<file path="src/rtl/intc_pkg.sv">
package intc_pkg;

    typedef enum logic [2:0] {
        SEL_STATUS = 3'd0,
        SEL_PEND   = 3'd1,
        SEL_ENABLE = 3'd2,
        SEL_ACK    = 3'd3,
        SEL_SETEN  = 3'd4,
        SEL_CLREN  = 3'd5,
        SEL_VECTOR = 3'd6,
        SEL_MASTER = 3'd7
    } reg_sel_e;

    typedef enum logic [1:0] {
        MS_DISARMED = 2'b00,
        MS_SOFT     = 2'b01,
        MS_HWHOLD   = 2'b10,
        MS_LIVE     = 2'b11
    } master_state_e;

endpackage

</file>
<file path="src/rtl/intc_capture.sv">
module intc_capture #(
    parameter int          N    = 32,
    parameter logic [31:0] KIND = 32'hFFFF_0000
) (
    input  logic         clk,
    input  logic         rst_n,
    input  logic [N-1:0] irq_in,
    input  logic [N-1:0] ack_mask,
    output logic [N-1:0] status
);

    for (genvar i = 0; i < N; i++) begin : g_line
        logic nxt;
        if (KIND[i]) begin : g_edge
            logic prev_q;
            always_ff @(posedge clk or negedge rst_n) begin
                if (!rst_n) prev_q <= 1'b0;
                else        prev_q <= irq_in[i];
            end
            // an edge arriving with an ack is kept
            always_comb nxt = (status[i] & ~ack_mask[i]) | (irq_in[i] & ~prev_q);
        end else begin : g_level
            // ack wins for one cycle; a held level re-sets next cycle
            always_comb nxt = (status[i] | irq_in[i]) & ~ack_mask[i];
        end

        always_ff @(posedge clk or negedge rst_n) begin
            if (!rst_n) status[i] <= 1'b0;
            else        status[i] <= nxt;
        end
    end

endmodule

</file>
<file path="src/rtl/intc_lowest.sv">
module intc_lowest #(
    parameter int N    = 32,
    parameter int IDXW = 5
) (
    input  logic [N-1:0]    pend,
    output logic            found,
    output logic [IDXW-1:0] idx
);

    always_comb begin
        found = 1'b0;
        idx   = '0;
        for (int i = N - 1; i >= 0; i--) begin
            if (pend[i]) begin
                found = 1'b1;
                idx   = i[IDXW-1:0];
            end
        end
    end

endmodule

</file>
<file path="src/rtl/intc_master_fsm.sv">
module intc_master_fsm
    import intc_pkg::*;
(
    input  logic       clk,
    input  logic       rst_n,
    input  logic       wr_master,
    input  logic [1:0] wbits,
    output logic       sw_en,
    output logic       hw_en
);

    master_state_e state_q, state_d;

    always_ff @(posedge clk or negedge rst_n) begin
        if (!rst_n) state_q <= MS_DISARMED;
        else        state_q <= state_d;
    end

    always_comb begin
        state_d = state_q;
        if (wr_master) begin
            unique case (state_q)
                MS_DISARMED, MS_SOFT: state_d = master_state_e'(wbits);
                MS_HWHOLD, MS_LIVE:   state_d = wbits[0] ? MS_LIVE : MS_HWHOLD;
                default:              state_d = MS_DISARMED;
            endcase
        end
    end

    always_comb begin
        sw_en = 1'b0;
        hw_en = 1'b0;
        unique case (state_q)
            MS_DISARMED: begin sw_en = 1'b0; hw_en = 1'b0; end
            MS_SOFT:     begin sw_en = 1'b1; hw_en = 1'b0; end
            MS_HWHOLD:   begin sw_en = 1'b0; hw_en = 1'b1; end
            MS_LIVE:     begin sw_en = 1'b1; hw_en = 1'b1; end
            default:     begin sw_en = 1'b0; hw_en = 1'b0; end
        endcase
    end

endmodule

</file>
<file path="src/rtl/irq_vector_ctrl.sv">
module irq_vector_ctrl
    import intc_pkg::*;
#(
    parameter int          N      = 32,
    parameter logic [31:0] KIND   = 32'hFFFF_0000,
    parameter int          ADDR_W = 5
) (
    input  logic              clk,
    input  logic              rst_n,
    input  logic              bus_wr,
    input  logic              bus_rd,
    input  logic [ADDR_W-1:0] bus_addr,
    input  logic [31:0]       bus_wdata,
    output logic [31:0]       bus_rdata,
    input  logic [N-1:0]      irq_in,
    output logic              irq_out
);

    localparam int IDXW = (N > 1) ? $clog2(N) : 1;

    reg_sel_e     sel;
    logic [N-1:0] wmask;
    logic [N-1:0] status_q;
    logic [N-1:0] enable_q;
    logic [N-1:0] pend;
    logic [N-1:0] ack_mask;
    logic         found;
    logic [IDXW-1:0] idx;
    logic [31:0]  vec_word;
    logic         sw_en, hw_en;
    logic [31:0]  rd_word;

    assign sel      = reg_sel_e'(bus_addr[4:2]);
    assign wmask    = bus_wdata[N-1:0];
    assign ack_mask = (bus_wr && sel == SEL_ACK) ? wmask : '0;
    assign pend     = status_q & enable_q;

    intc_capture #(.N(N), .KIND(KIND)) u_capture (
        .clk      (clk),
        .rst_n    (rst_n),
        .irq_in   (irq_in),
        .ack_mask (ack_mask),
        .status   (status_q)
    );

    intc_lowest #(.N(N), .IDXW(IDXW)) u_lowest (
        .pend  (pend),
        .found (found),
        .idx   (idx)
    );

    intc_master_fsm u_master (
        .clk       (clk),
        .rst_n     (rst_n),
        .wr_master (bus_wr && sel == SEL_MASTER),
        .wbits     (bus_wdata[1:0]),
        .sw_en     (sw_en),
        .hw_en     (hw_en)
    );

    always_ff @(posedge clk or negedge rst_n) begin
        if (!rst_n) begin
            enable_q <= '0;
        end else if (bus_wr) begin
            unique case (sel)
                SEL_ENABLE: enable_q <= wmask;
                SEL_SETEN:  enable_q <= enable_q | wmask;
                SEL_CLREN:  enable_q <= enable_q & ~wmask;
                default:    enable_q <= enable_q;
            endcase
        end
    end

    always_comb begin
        vec_word = '1;
        if (found) begin
            vec_word = '0;
            vec_word[IDXW-1:0] = idx;
        end
    end

    always_comb begin
        rd_word = '0;
        unique case (sel)
            SEL_STATUS: rd_word[N-1:0] = status_q;
            SEL_PEND:   rd_word[N-1:0] = pend;
            SEL_ENABLE: rd_word[N-1:0] = enable_q;
            SEL_VECTOR: rd_word        = vec_word;
            SEL_MASTER: rd_word[1:0]   = {hw_en, sw_en};
            default:    rd_word        = '0;
        endcase
    end

    always_ff @(posedge clk or negedge rst_n) begin
        if (!rst_n)      bus_rdata <= '0;
        else if (bus_rd) bus_rdata <= rd_word;
    end

    assign irq_out = (|pend) & sw_en & hw_en;

endmodule

</file>
<file path="config.mk">
export PLATFORM = sky130hd
export DESIGN_NAME = irq_vector_ctrl
export DESIGN_NICKNAME = d
export VERILOG_FILES = /design/src/rtl/intc_pkg.sv /design/src/rtl/intc_capture.sv /design/src/rtl/intc_lowest.sv /design/src/rtl/intc_master_fsm.sv /design/src/rtl/irq_vector_ctrl.sv
export SDC_FILE = /design/constraint.sdc
export NUM_CORES = 1
export LEC_CHECK = 0
export BUFFER_PORTS_ARGS = -buffer_cell sky130_fd_sc_hd__buf_2
export CORE_ASPECT_RATIO = 1.1
export CORE_UTILIZATION = 35
export DETAILED_ROUTE_END_ITERATION = 7
export GPL_ROUTABILITY_DRIVEN = 0
export PLACE_DENSITY_LB_ADDON = 0.15
export REMOVE_ABC_BUFFERS = 1
export SLEW_MARGIN = 20
export SYNTH_ARGS = -nofsm -noshare
export SYNTH_HDL_FRONTEND = slang
export SYNTH_SLANG_ARGS = --single-unit
</file>
<file path="constraint.sdc">
create_clock -name clk -period 2 [get_ports clk]
set_input_delay 0.3 -clock clk [delete_from_list [all_inputs] [get_ports clk]]
set_output_delay 0.3 -clock clk [all_outputs]
set_load 0.005 [all_outputs]
</file>
# ---- Word-level counts from Yosys, hierarchy flattened
# Index checks and enable logic that the tools add are counted.
# Widths: inputs -> output; s select.
dict set report word_totals {
  n_memories 0
  latchBits 0
  word_cells 279
  ff_bits 114
  romBits 0
  input_bits 73
  ram_bits 0
}
dict set report classes {
  n_bitwise 134
  add_sub_neg 0
  n_shift 0
  magnitude_cmp 0
  div_mod_pow 0
  n_eq_ne 10
  n_mux 73
  n_reduce_logical 11
  multipliers 0
}
# operator count
set ops {}
lappend ops {{$mux 5} 32}
lappend ops {{$pmux 30 s4} 1}
lappend ops {{$pmux 32 s3} 1}
lappend ops {{$and 32x32->32} 2}
lappend ops {{$mux 32} 2}
lappend ops {{$and 1x1->1} 50}
lappend ops {{$not 1->1} 48}
lappend ops {{$mux 1} 33}
lappend ops {{$not 32->32} 1}
lappend ops {{$or 1x1->1} 32}
lappend ops {{$or 32x32->32} 1}
lappend ops {{$reduce_or 32->1} 1}
lappend ops {{$eq 3x3->1 const B} 4}
lappend ops {{$pmux 2 s5} 1}
lappend ops {{$reduce_or 2->1} 4}
lappend ops {{$eq 3x2->1 const B} 2}
lappend ops {{$eq 2x2->1 const B} 2}
lappend ops {{$pmux 1 s2} 2}
lappend ops {{$pmux 2 s2} 1}
lappend ops {{$eq 3x1->1 const B} 1}
lappend ops {{$logic_not 3->1} 1}
lappend ops {{$reduce_bool 3->1} 1}
lappend ops {{$eq 2x1->1 const B} 1}
lappend ops {{$logic_and 1x1->1} 2}
lappend ops {{2 further kinds} 2}

# ---- Longest topological paths before layout
# Gate-level depths: netlist of run 1.
dict set report logic_depth {
  depth_word 35
  depth_mapped 7
  mapped_depth_nobuf 5
}

# ---- Hierarchy
# A second synthesis of run 1 with hierarchy kept.
dict set report unflattened {
  hier_cells 718
  area_unflattened_um2 6493.7
}
# module seq_area_each_um2 area_each_um2 instances cells_per_inst
set modules_own_cells {}
lappend modules_own_cells {irq_vector_ctrl 1601.5 4400.5 1 519}
lappend modules_own_cells {intc_capture 1201.2 1641.6 1 128}
lappend modules_own_cells {intc_lowest 0.0 370.4 1 65}
lappend modules_own_cells {intc_master_fsm 50.0 81.3 1 6}

# ---- Worst setup path before layout of run 1
# Ideal clock, no wire load.
dict set report synth_timing {
  kind {reg2out}
  start {register u_capture.status[15]}
  end {output port irq_out}
  slack_ns 0.359
  arrival_ns 1.341
  stages_incl_launch_ff 5
  path_buffers 0
  path_cell_list {dfrtp_1 a22o_1 nand4b_4 nor4_4 a21oi_1}
}
dict set report synth_via {
  elab_chain_len 4
}
# item line
set synth_lines {}
lappend synth_lines {{from (decl)} intc_capture.sv:9} ;# output logic [N-1:0] status
lappend synth_lines {{from (signal, indexed assignment)} intc_capture.sv:29} ;# else status[i] <= nxt;
lappend synth_lines {{$and 32x32->32} irq_vector_ctrl.sv:36} ;# assign pend = status_q & enable_q;
lappend synth_lines {{$reduce_or 32->1} irq_vector_ctrl.sv:99} ;# assign irq_out = (|pend) & sw_en & hw_en;
lappend synth_lines {{$and 1x1->1 (2 in series)} irq_vector_ctrl.sv:99}
lappend synth_lines {{to (decl)} irq_vector_ctrl.sv:16} ;# output logic irq_out
# No other way between the ends.

# ---- Worst setup path in the final report of run 1
dict set report layout_timing {
  start {register enable_q[11]}
  end {output port irq_out}
}
dict set report layout_via {
  elab_chain_len 4
}
# item line
set layout_lines {}
lappend layout_lines {{from (decl)} irq_vector_ctrl.sv:24} ;# logic [N-1:0] enable_q;
lappend layout_lines {{from (signal assigned)} irq_vector_ctrl.sv:66} ;# SEL_ENABLE: enable_q <= wmask;
lappend layout_lines {{from (signal assigned)} irq_vector_ctrl.sv:67} ;# SEL_SETEN: enable_q <= enable_q | wmask;
lappend layout_lines {{from (signal assigned)} irq_vector_ctrl.sv:68} ;# SEL_CLREN: enable_q <= enable_q & ~wmask;
lappend layout_lines {{$and 32x32->32} irq_vector_ctrl.sv:36}
lappend layout_lines {{$reduce_or 32->1} irq_vector_ctrl.sv:99}
lappend layout_lines {{$and 1x1->1 (2 in series)} irq_vector_ctrl.sv:99}
# No other way between the ends.

==> impl_metrics.toml, run 1 <==
[placement]
hpwl_um = 13400
portBuffers = 103
dp_slack_ns = 0.104

[outcome]
violations = "setup timing"
status = "finished with violations"

[logic_synthesis]
synthArstFlopShare_pct = 100
yosysWarnings = 0
synth_cells = 656
synth_top_area_share_pct = 46.3
yosysTopAreaCell = "dfrtp_1"
synth-seq-area-share_pct = 46.3
syn-mean-instance-area_um2 = 9.39
syn_area_um2 = 6160
netlist-cell-type-count = 52
synth_top_cells_by_area = "dfrtp_1, nand2_1, a21oi_1, o221ai_2, a21o_1"
yosys_register_bits = 114
synth-main-ff-cell = "dfrtp_1"
synth-edff-count = 0

[timing]
skew_ns = 0.0107
hold_ws_ns = 0.0290
setup_ws_ns = -0.263
maxSlewHeadroom_pct = 66.1
setup_viol = 1
period_needed_ns = 2.26
fmax_ghz = 0.442
rsz0062_at_grt = "yes"
post-route-period-util_pct = 113
hold_viol_final = 0
final-max-slew-violation-count = 0
tns_ns = -0.263
worst_pin_slew_ns = 0.508

[critical_path]
critPathBufInv = 1
path_delay_family = "simple AND/OR/NAND/NOR gates"
cp.required_ns = 1.70
timing_worst_setup_path_type = "flop to output pin"
cp-end-kind = "output pin"
worst_ep_arrival_time_ns = 1.96
cp_slowest_stage_delay_ns = 0.44
cp_cell_sequence = "a22oi_2 -> nand4b_4 -> nor4_4 -> a21oi_2 -> buf_2"
start_kind = "flop"
worst_path_max_delay_cell = "dfrtp_2"
cp_max_fo = 6

[route]
dr_wl_met2_um = 9110
via_count = 5773
drt-met1-wl_um = 8600
wire_per_inst_um = 17.9
routed-wl-met3_um = 907
wl_um = 19000
drt_iter0_markers = 480
highest_layer = "met4"
drt-pass1-iter-count = 7
drcViolationCount = 0
via_per_inst = 5.43
final_antenna_net_count = 0

[die]
rows = 50
initial_core_util_pct = 35.9
dieArea_um2 = 18100
fp.dieW_um = 128
core_area_um2 = 17100
die_h_um = 141
ios = 106

[pwr]
p_leak_uw = 0.00359
ir_drop_v = 0.000622
p_per_area_nw_per_um2 = 841

[run]
drv_cap = 0

[clocking]
cts.sink_count = 114
cts_buffer_depth = 2
cts_tree = "yes"
clk_pin_slew_ns = 0.06
clock-root-buffer = "clkbuf_16"
cts_htree_levels = 4
clk_latency_ns = 0.43
cts_buffers = 17

[final_layout]
drive_gt1_share_pct = 31.2
insertedDiodeCount = 0
nets = 889
syn2layout_area_growth_pct = 31.9
fillCellCount = 1668

[global_routing]
grt_pass1_wl_um = 30400
antenna_found_initial = 0
grt_overflow_total = 0
grt_pass1_vias = 5716
grt_start_max_net_pins = 54
grt_use_total_pct = 22.0

[hold_path]
hold_class = "primary input to flop"
## worst paths after layout
check	cells past startpoint	slack (ns)	to	from
setup / recovery	5	-0.26	irq_out	enable_q[11]$_DFFE_PN0P_
hold / removal	1	0.03	u_capture.g_line[20].g_edge.prev_q$_DFF_PN0_	irq_in[20]
setup reg to reg	7	0.20	bus_rdata[7]$_DFFE_PN0P_	u_capture.status[19]$_DFF_PN0_
hold reg to reg	1	0.42	u_capture.status[16]$_DFF_PN0_	u_capture.g_line[16].g_edge.prev_q$_DFF_PN0_
max in group asynchronous	3	1.15	enable_q[17]$_DFFE_PN0P_	rst_n
min in group asynchronous	2	0.28	enable_q[30]$_DFFE_PN0P_	rst_n
## cells in the final DEF, fill, tap and decap left out, types with 4 or more instances in the layout
cell	count
o221ai_1	7
a211oi_1	23
nand2_1	114
a32oi_1	4
nor2b_1	8
a21oi_1	59
nand3_1	5
buf_12	6
dlygate4sd3_1	16
buf_4	58
inv_1	46
a22o_1	16
clkbuf_16	17
o221ai_2	20
a22oi_2	11
a22oi_1	27
nor2_1	42
clkinvlp_4	7
dfrtp_2	12
a21o_1	28
o22ai_1	14
o21ai_0	14
dfrtp_1	102
buf_2	102
a221oi_1	13
## synthesized netlist by cell type, types with 2 or more instances
cell type	count
a31o_2	2
a32o_1	3
inv_1	46
nand3_1	6
o221ai_1	7
o2111ai_1	3
inv_2	2
a311oi_1	2
a32oi_1	4
buf_2	17
and3_1	2
and2_1	2
nand2b_1	3
a31oi_1	2
dfrtp_1	114
clkbuf_1	19
o22ai_1	14
o221ai_2	20
nand4_1	2
a221oi_1	13
a22oi_2	10
nand4b_4	2
a22oi_1	28
a22o_1	17
buf_6	2
buf_4	3
a211oi_1	23
a21oi_1	60
o21ai_0	14
nor2b_1	9
nor2_1	43
nand2_1	114
a21o_1	28
o211ai_1	2
## power breakdown
group	total (uW)	internal, uW	switching, uW	leakage, uW
sequential	2580	2450	129	0.00136
clock	3060	1930	1140	0.000273
combinational	1180	537	646	0.00196
## logic make-up after synthesis
kind of cell	count (synthesis)	synth area share, %
mux	1	0.183
buf+inv	89	6.20
compound gates	262	33.2
flops	114	46.3
simple gates	190	14.1
## registers in the layout, summed over array words and instances, names as in the netlist
name / count
u_capture.g_line.g_edge.prev_q: 16
enable_q: 32
u_master.state_q: 2
bus_rdata: 32
u_capture.status: 32
## per-stage QoR
step / instance area [um^2] / total power [uW] / util [%] / instances
detailed placement: 7190 / 3720 / 41.9 / 997
CTS: 8040 / 6870 / 46.9 / 1054
global placement: 7190 / 3690 / 41.9 / 997
finish: 8120 / 6830 / 47.4 / 1063
global route: 8120 / 7120 / 47.4 / 1063
floorplan: 5960 / 3180 / - / 615
## metal layers
metal  global-route usage [%]  up-vias
met5                        0        -
met4                     7.24        0
met3                     4.78       33
met2                     36.4      183
met1                     28.5     2820
li1                         -     2737
## area by class of cell
| cell class | instances | area, um^2 | area share (%) |
|---|---|---|---|
| Sequential cell | 114 | 2870 | 35.3 |
| Inverter | 48 | 180 | 2.22 |
| Tap cell | 234 | 293 | 3.60 |
| Clock inverter | 12 | 131 | 1.62 |
| Timing Repair Buffer | 182 | 1230 | 15.1 |
| Clock buffer | 20 | 467 | 5.75 |
| Multi-Input combinational cell | 453 | 2960 | 36.4 |
## timing repair
item / in CTS / in global routing
hold buffers: 16 / 0
setup buffers: 9 / 9
gates resized for setup: 10 / 7
pin swaps: 8 / 6
hold endpoints to repair: 25 / 0
setup endpoints to repair: 1 / 1
No activity file was read; power rests on OpenSTA's default activity.
==> inputs of run 2 (changes only) <==
BUFFER_PORTS_ARGS = unset   (was -buffer_cell sky130_fd_sc_hd__buf_2)
DONT_BUFFER_PORTS = 1   (was unset)
==> impl_metrics.toml, run 2 (synthesis results as in run 1) <==
[die]
initial_core_util_pct = 35.9
ios = 106
core_area_um2 = 17100
die_h_um = 141
rows = 50
fp.dieW_um = 128
dieArea_um2 = 18100

[placement]
portBuffers = 0
hpwl_um = 12400
placed_cells = 874
dpl_cell_area_um2 = 6460

[clocking]
cts.sink_count = 114
clk_pin_slew_ns = 0.06
cts_htree_levels = 4
cts_buffers = 17
clk_latency_ns = 0.42
cts_buffer_depth = 2
cts_tree = "yes"
holdBufCountCts = 36
clock-root-buffer = "clkbuf_16"

[critical_path]
timing_worst_setup_path_type = "flop to output pin"
setup.worst_path.start = "u_capture.status[15]$_DFF_PN0_"
cp-end-kind = "output pin"
rr_startpoint = "u_capture.status[7]$_DFF_PN0_"
cp_max_fo = 5
worst_ep_arrival_time_ns = 1.82
reg2reg_depth = 8
start_kind = "flop"
cp.required_ns = 1.70

[route]
wire_per_inst_um = 19.9
drcViolationCount = 0
drt-pass1-iter-count = 5
via_count = 5441
final_antenna_net_count = 0
via_per_inst = 5.62
wl_um = 19300
drt_iter0_markers = 363

[global_routing]
antenna_found_initial = 0
met3_usage_pct = 6.19
grt_use_total_pct = 22.2
busiest_layer = "met2"
grt_start_max_net_pins = 115
grt_overflow_total = 0
met1_usage_pct = 28.3
grt_pass1_wl_um = 30500
met2_usage_pct = 36.2
grt_pass1_vias = 5445

[outcome]
violations = "hold timing, setup timing"
status = "finished with violations"

[timing]
maxSlewHeadroom_pct = 59.1
fmax_ghz = 0.472
setup_viol = 1
period_needed_ns = 2.12
hold_viol_final = 114
worst_pin_slew_ns = 0.612
post-route-period-util_pct = 106
rsz0062_at_grt = "yes"
skew_ns = 0.00943
hold_ws_ns = -0.423
final-max-slew-violation-count = 0
setup_ws_ns = -0.120

[final_layout]
utilization_pct = 45.4
drive_gt1_share_pct = 21.0
fin_cells = 969
insertedDiodeCount = 0
syn2layout_area_growth_pct = 26.3
final_cell_mix = "nand2_1, dfrtp_1, a21oi_1, buf_4, inv_1"
final_common_cell = "nand2_1"
stdcell_area_um2 = 7770
reg.largest.list = "bus_rdata: 32 flops, enable_q: 32 flops, u_capture.status: 32 flops"
nets = 795

[pwr]
power_uw = 6840
p_leak_uw = 0.00321
p_per_area_nw_per_um2 = 879
ir_drop_v = 0.000616

[run]
drv_cap = 0

[hold_path]
hold_class = "primary input to asynchronous set/reset pin"
==> run 2: worst paths after layout <==
path                       slack (ns)                             end
max                             -0.12                         irq_out
min                             -0.42        enable_q[27]$_DFFE_PN0P_
max reg2reg                      0.09       bus_rdata[20]$_DFFE_PN0P_
min reg2reg                      0.41  u_capture.status[19]$_DFF_PN0_
max in group asynchronous        2.09  u_capture.status[27]$_DFF_PN0_
min in group clk                 0.02  u_capture.status[31]$_DFF_PN0_
==> run 2: power breakdown <==
part	switching (uW)	internal [uW]	total, uW	leakage (uW)
clock	1090	2150	3240	0.000311
sequential	163	2460	2620	0.00135
combinational	493	482	975	0.00155
total	1750	5090	6840	0.00321
==> run 2: layout make-up <==
class                   instances  area [um^2]
inverters                      48          180
repair buffers                 88          807
multi-input cells             453         2990
well taps                     234          293
fillers                      1678         9370
clock inverters                 9          125
flip-flops and latches        114         2880
clock buffers                  23          508
==> run 2: timing repair <==
action                                 in CTS  in global routing
pin swaps                                  12                 15
setup buffers                              17                 11
endpoints found under the hold margin     182                114
gates cloned                                0                  1
resized for setup                          10                 20
setup endpoints to repair                   1                 28
==> run 2: per-stage QoR <==
stage	hold WS, ns	setup slack [ns]	TNS (ns)
after global placement	0.00807	0.237	0
after global routing	-0.448	-0.201	-0.201
after detailed placement	0.00850	0.194	0
after floorplan	0.00441	-0.677	-29.70
final	-0.423	-0.120	-0.120
after CTS	-0.444	-0.168	-3.49
==> run 2: critical path, stage by stage (launching register included) <==
cell      delay, ns
dfrtp_2        0.43
a22o_1         0.26
nand4b_4       0.21
nor4_4         0.37
a21oi_2        0.12
==> run 2: metal layers <==
metal / part of all wire [%] / wire [um]
met1: 45 / 8650
met2: 48 / 9280
met3: 6.0 / 1150
met4: 1.0 / 193
met5: 0 / 0
==> inputs of run 3 (changes only) <==
--- a/constraint.sdc
+++ b/constraint.sdc
@@ -3,2 +3,2 @@
 set_output_delay 0.3 -clock clk [all_outputs]
-set_load 0.005 [all_outputs]
+set_load 0.05 [all_outputs]
==> impl_metrics.toml, run 3 (synthesis results as in run 1) <==
[outcome]
status = "finished with violations"
violations = "hold timing, setup timing"

[timing]
hold_ws_ns = -0.429
post-route-period-util_pct = 113
hold_viol_final = 114
rsz0062_at_grt = "yes"
period_needed_ns = 2.25
worst_pin_slew_ns = 0.588
final-max-slew-violation-count = 0
setup_viol = 1
setup_ws_ns = -0.251
maxSlewHeadroom_pct = 60.7
fmax_ghz = 0.444
skew_ns = 0.00917
tns_ns = -0.251

[die]
core_area_um2 = 17100
dieArea_um2 = 18100
die_h_um = 141
initial_core_util_pct = 35.9
fp.dieW_um = 128
ios = 106
rows = 50

[critical_path]
cp_cell_sequence = "a22oi_2 -> nand4_2 -> nor4_4 -> a21oi_2 -> buf_6"
timing_worst_setup_path_type = "flop to output pin"
worst_path_max_delay_cell = "dfrtp_1"
start_kind = "flop"
cp_max_fo = 3
cp-end-kind = "output pin"
cp_slowest_stage_delay_ns = 0.39
cp.required_ns = 1.70
worst_ep_arrival_time_ns = 1.95

[run]
drv_cap = 0

[global_routing]
grt_pass1_wl_um = 31800
grt_start_max_net_pins = 115
grt_use_total_pct = 23.2
antenna_found_initial = 0
grt_pass1_vias = 5636
grt_overflow_total = 0

[clocking]
cts_buffers = 17
clk_latency_ns = 0.42
cts_tree = "yes"
cts_htree_levels = 4
clock-root-buffer = "clkbuf_16"
cts_buffer_depth = 2
holdBufCountCts = 36
clk_pin_slew_ns = 0.05
cts.sink_count = 114

[pwr]
internal-power_uw = 4940
p_leak_uw = 0.00324
p_per_area_nw_per_um2 = 884
pwr-share-comb_pct = 14.7
ir_drop_v = 0.000605
seq_power_share_pct = 40.3
p_switching_uw = 1890
p_sw_share_pct = 27.7
clkPwrFrac_pct = 44.9

[placement]
portBuffers = 0
dp_slack_ns = 0.108
hpwl_um = 12700

[final_layout]
reg.largest.list = "bus_rdata: 32 flops, enable_q: 32 flops, u_capture.status: 32 flops"
final_cell_mix = "nand2_1, dfrtp_1, buf_4, a21oi_1, inv_1"
multiInputGateArea_um2 = 2960
nets = 805
drive_gt1_share_pct = 19.5
fillCellCount = 1678
syn2layout_area_growth_pct = 25.5
final_common_cell = "nand2_1"
seq_area_um2 = 2860
insertedDiodeCount = 0

[route]
via_per_inst = 5.68
wl_um = 19800
wire_per_inst_um = 20.3
drt_iter0_markers = 474
via_count = 5556
drcViolationCount = 0
drt-pass1-iter-count = 5
final_antenna_net_count = 0

[hold_path]
hold_class = "primary input to asynchronous set/reset pin"
run 3: cell types whose count changed in the layout (fill, tap and decap cells not counted), moves of 2 or more:
cell        delta
buf_4         +13
dfrtp_1       +13
dfrtp_2       -13
clkbuf_1       +4
buf_12         -2
clkinv_2       -2
clkinvlp_4     -2
run 3: layer usage:
layer	vias up	share of wire (%)	global-route usage (%)
met5	-	0	0
met4	0	1.8	8.48
met3	27	7.3	6.57
met2	190	47	37.0
met1	2767	44	29.9
li1	2572	-	-
run 3: metrics by stage:
step | instances | area [um^2] | util (%) | power (uW)
6_report | 978 | 7730 | 45.1 | 6830
3_3_place_gp | 907 | 6700 | 39.1 | 3670
3_5_place_dp | 907 | 6700 | 39.1 | 3680
2_1_floorplan | 615 | 5960 | - | 3370
5_1_grt | 978 | 7730 | 45.1 | 7120
4_1_cts | 976 | 7690 | 44.9 | 6890
run 3: worst paths after layout:
check	slack, ns	endpoint	cells past startpoint	start
max reg2reg	0.18	bus_rdata[0]$_DFFE_PN0P_	6	u_capture.status[27]$_DFF_PN0_
max	-0.25	irq_out	5	u_capture.status[23]$_DFF_PN0_
min	-0.43	u_capture.status[26]$_DFF_PN0_	0	rst_n
min reg2reg	0.41	u_capture.status[16]$_DFF_PN0_	1	u_capture.g_line[16].g_edge.prev_q$_DFF_PN0_
min in group clk	0.02	u_capture.status[31]$_DFF_PN0_	1	irq_in[31]
max in group asynchronous	2.18	enable_q[27]$_DFFE_PN0P_	0	rst_n
run 3: critical path: cells and delay by family, from the launching register on:
| family | cells | cell delay (ns) |
|---|---|---|
| buffers and inverters | 1 | 0.16 |
| AND/OR/NAND/NOR | 2 | 0.56 |
| flip-flops | 1 | 0.39 |
| AO/OA/AOI/OAI | 2 | 0.41 |
run 3: timing repair:
item	CTS	global route
pin swaps	9	5
gates resized for setup	5	5
hold endpoints to repair	186	114
setup endpoints to repair	1	1
cloned	0	0
buffers inserted	2	2
run 3: final cells by class:
cell class	count	share of cell area, %
clock buffers	27	6.77
clock inverters	4	0.907
flip-flops and latches	114	37.0
multi-input cells	453	38.3
repair buffers	98	10.9
inverters	48	2.33
well taps	234	3.79
run 3: power groups by stage:
| stage | logic (uW) | registers (uW) | clock network [uW] |
|---|---|---|---|
| after floorplan | 586 | 2790 | 0 |
| after global placement | 879 | 2790 | 0 |
| after global routing | 1100 | 2780 | 3240 |
| after CTS | 998 | 2760 | 3140 |
| after detailed placement | 892 | 2790 | 0 |
| final | 1010 | 2760 | 3070 |
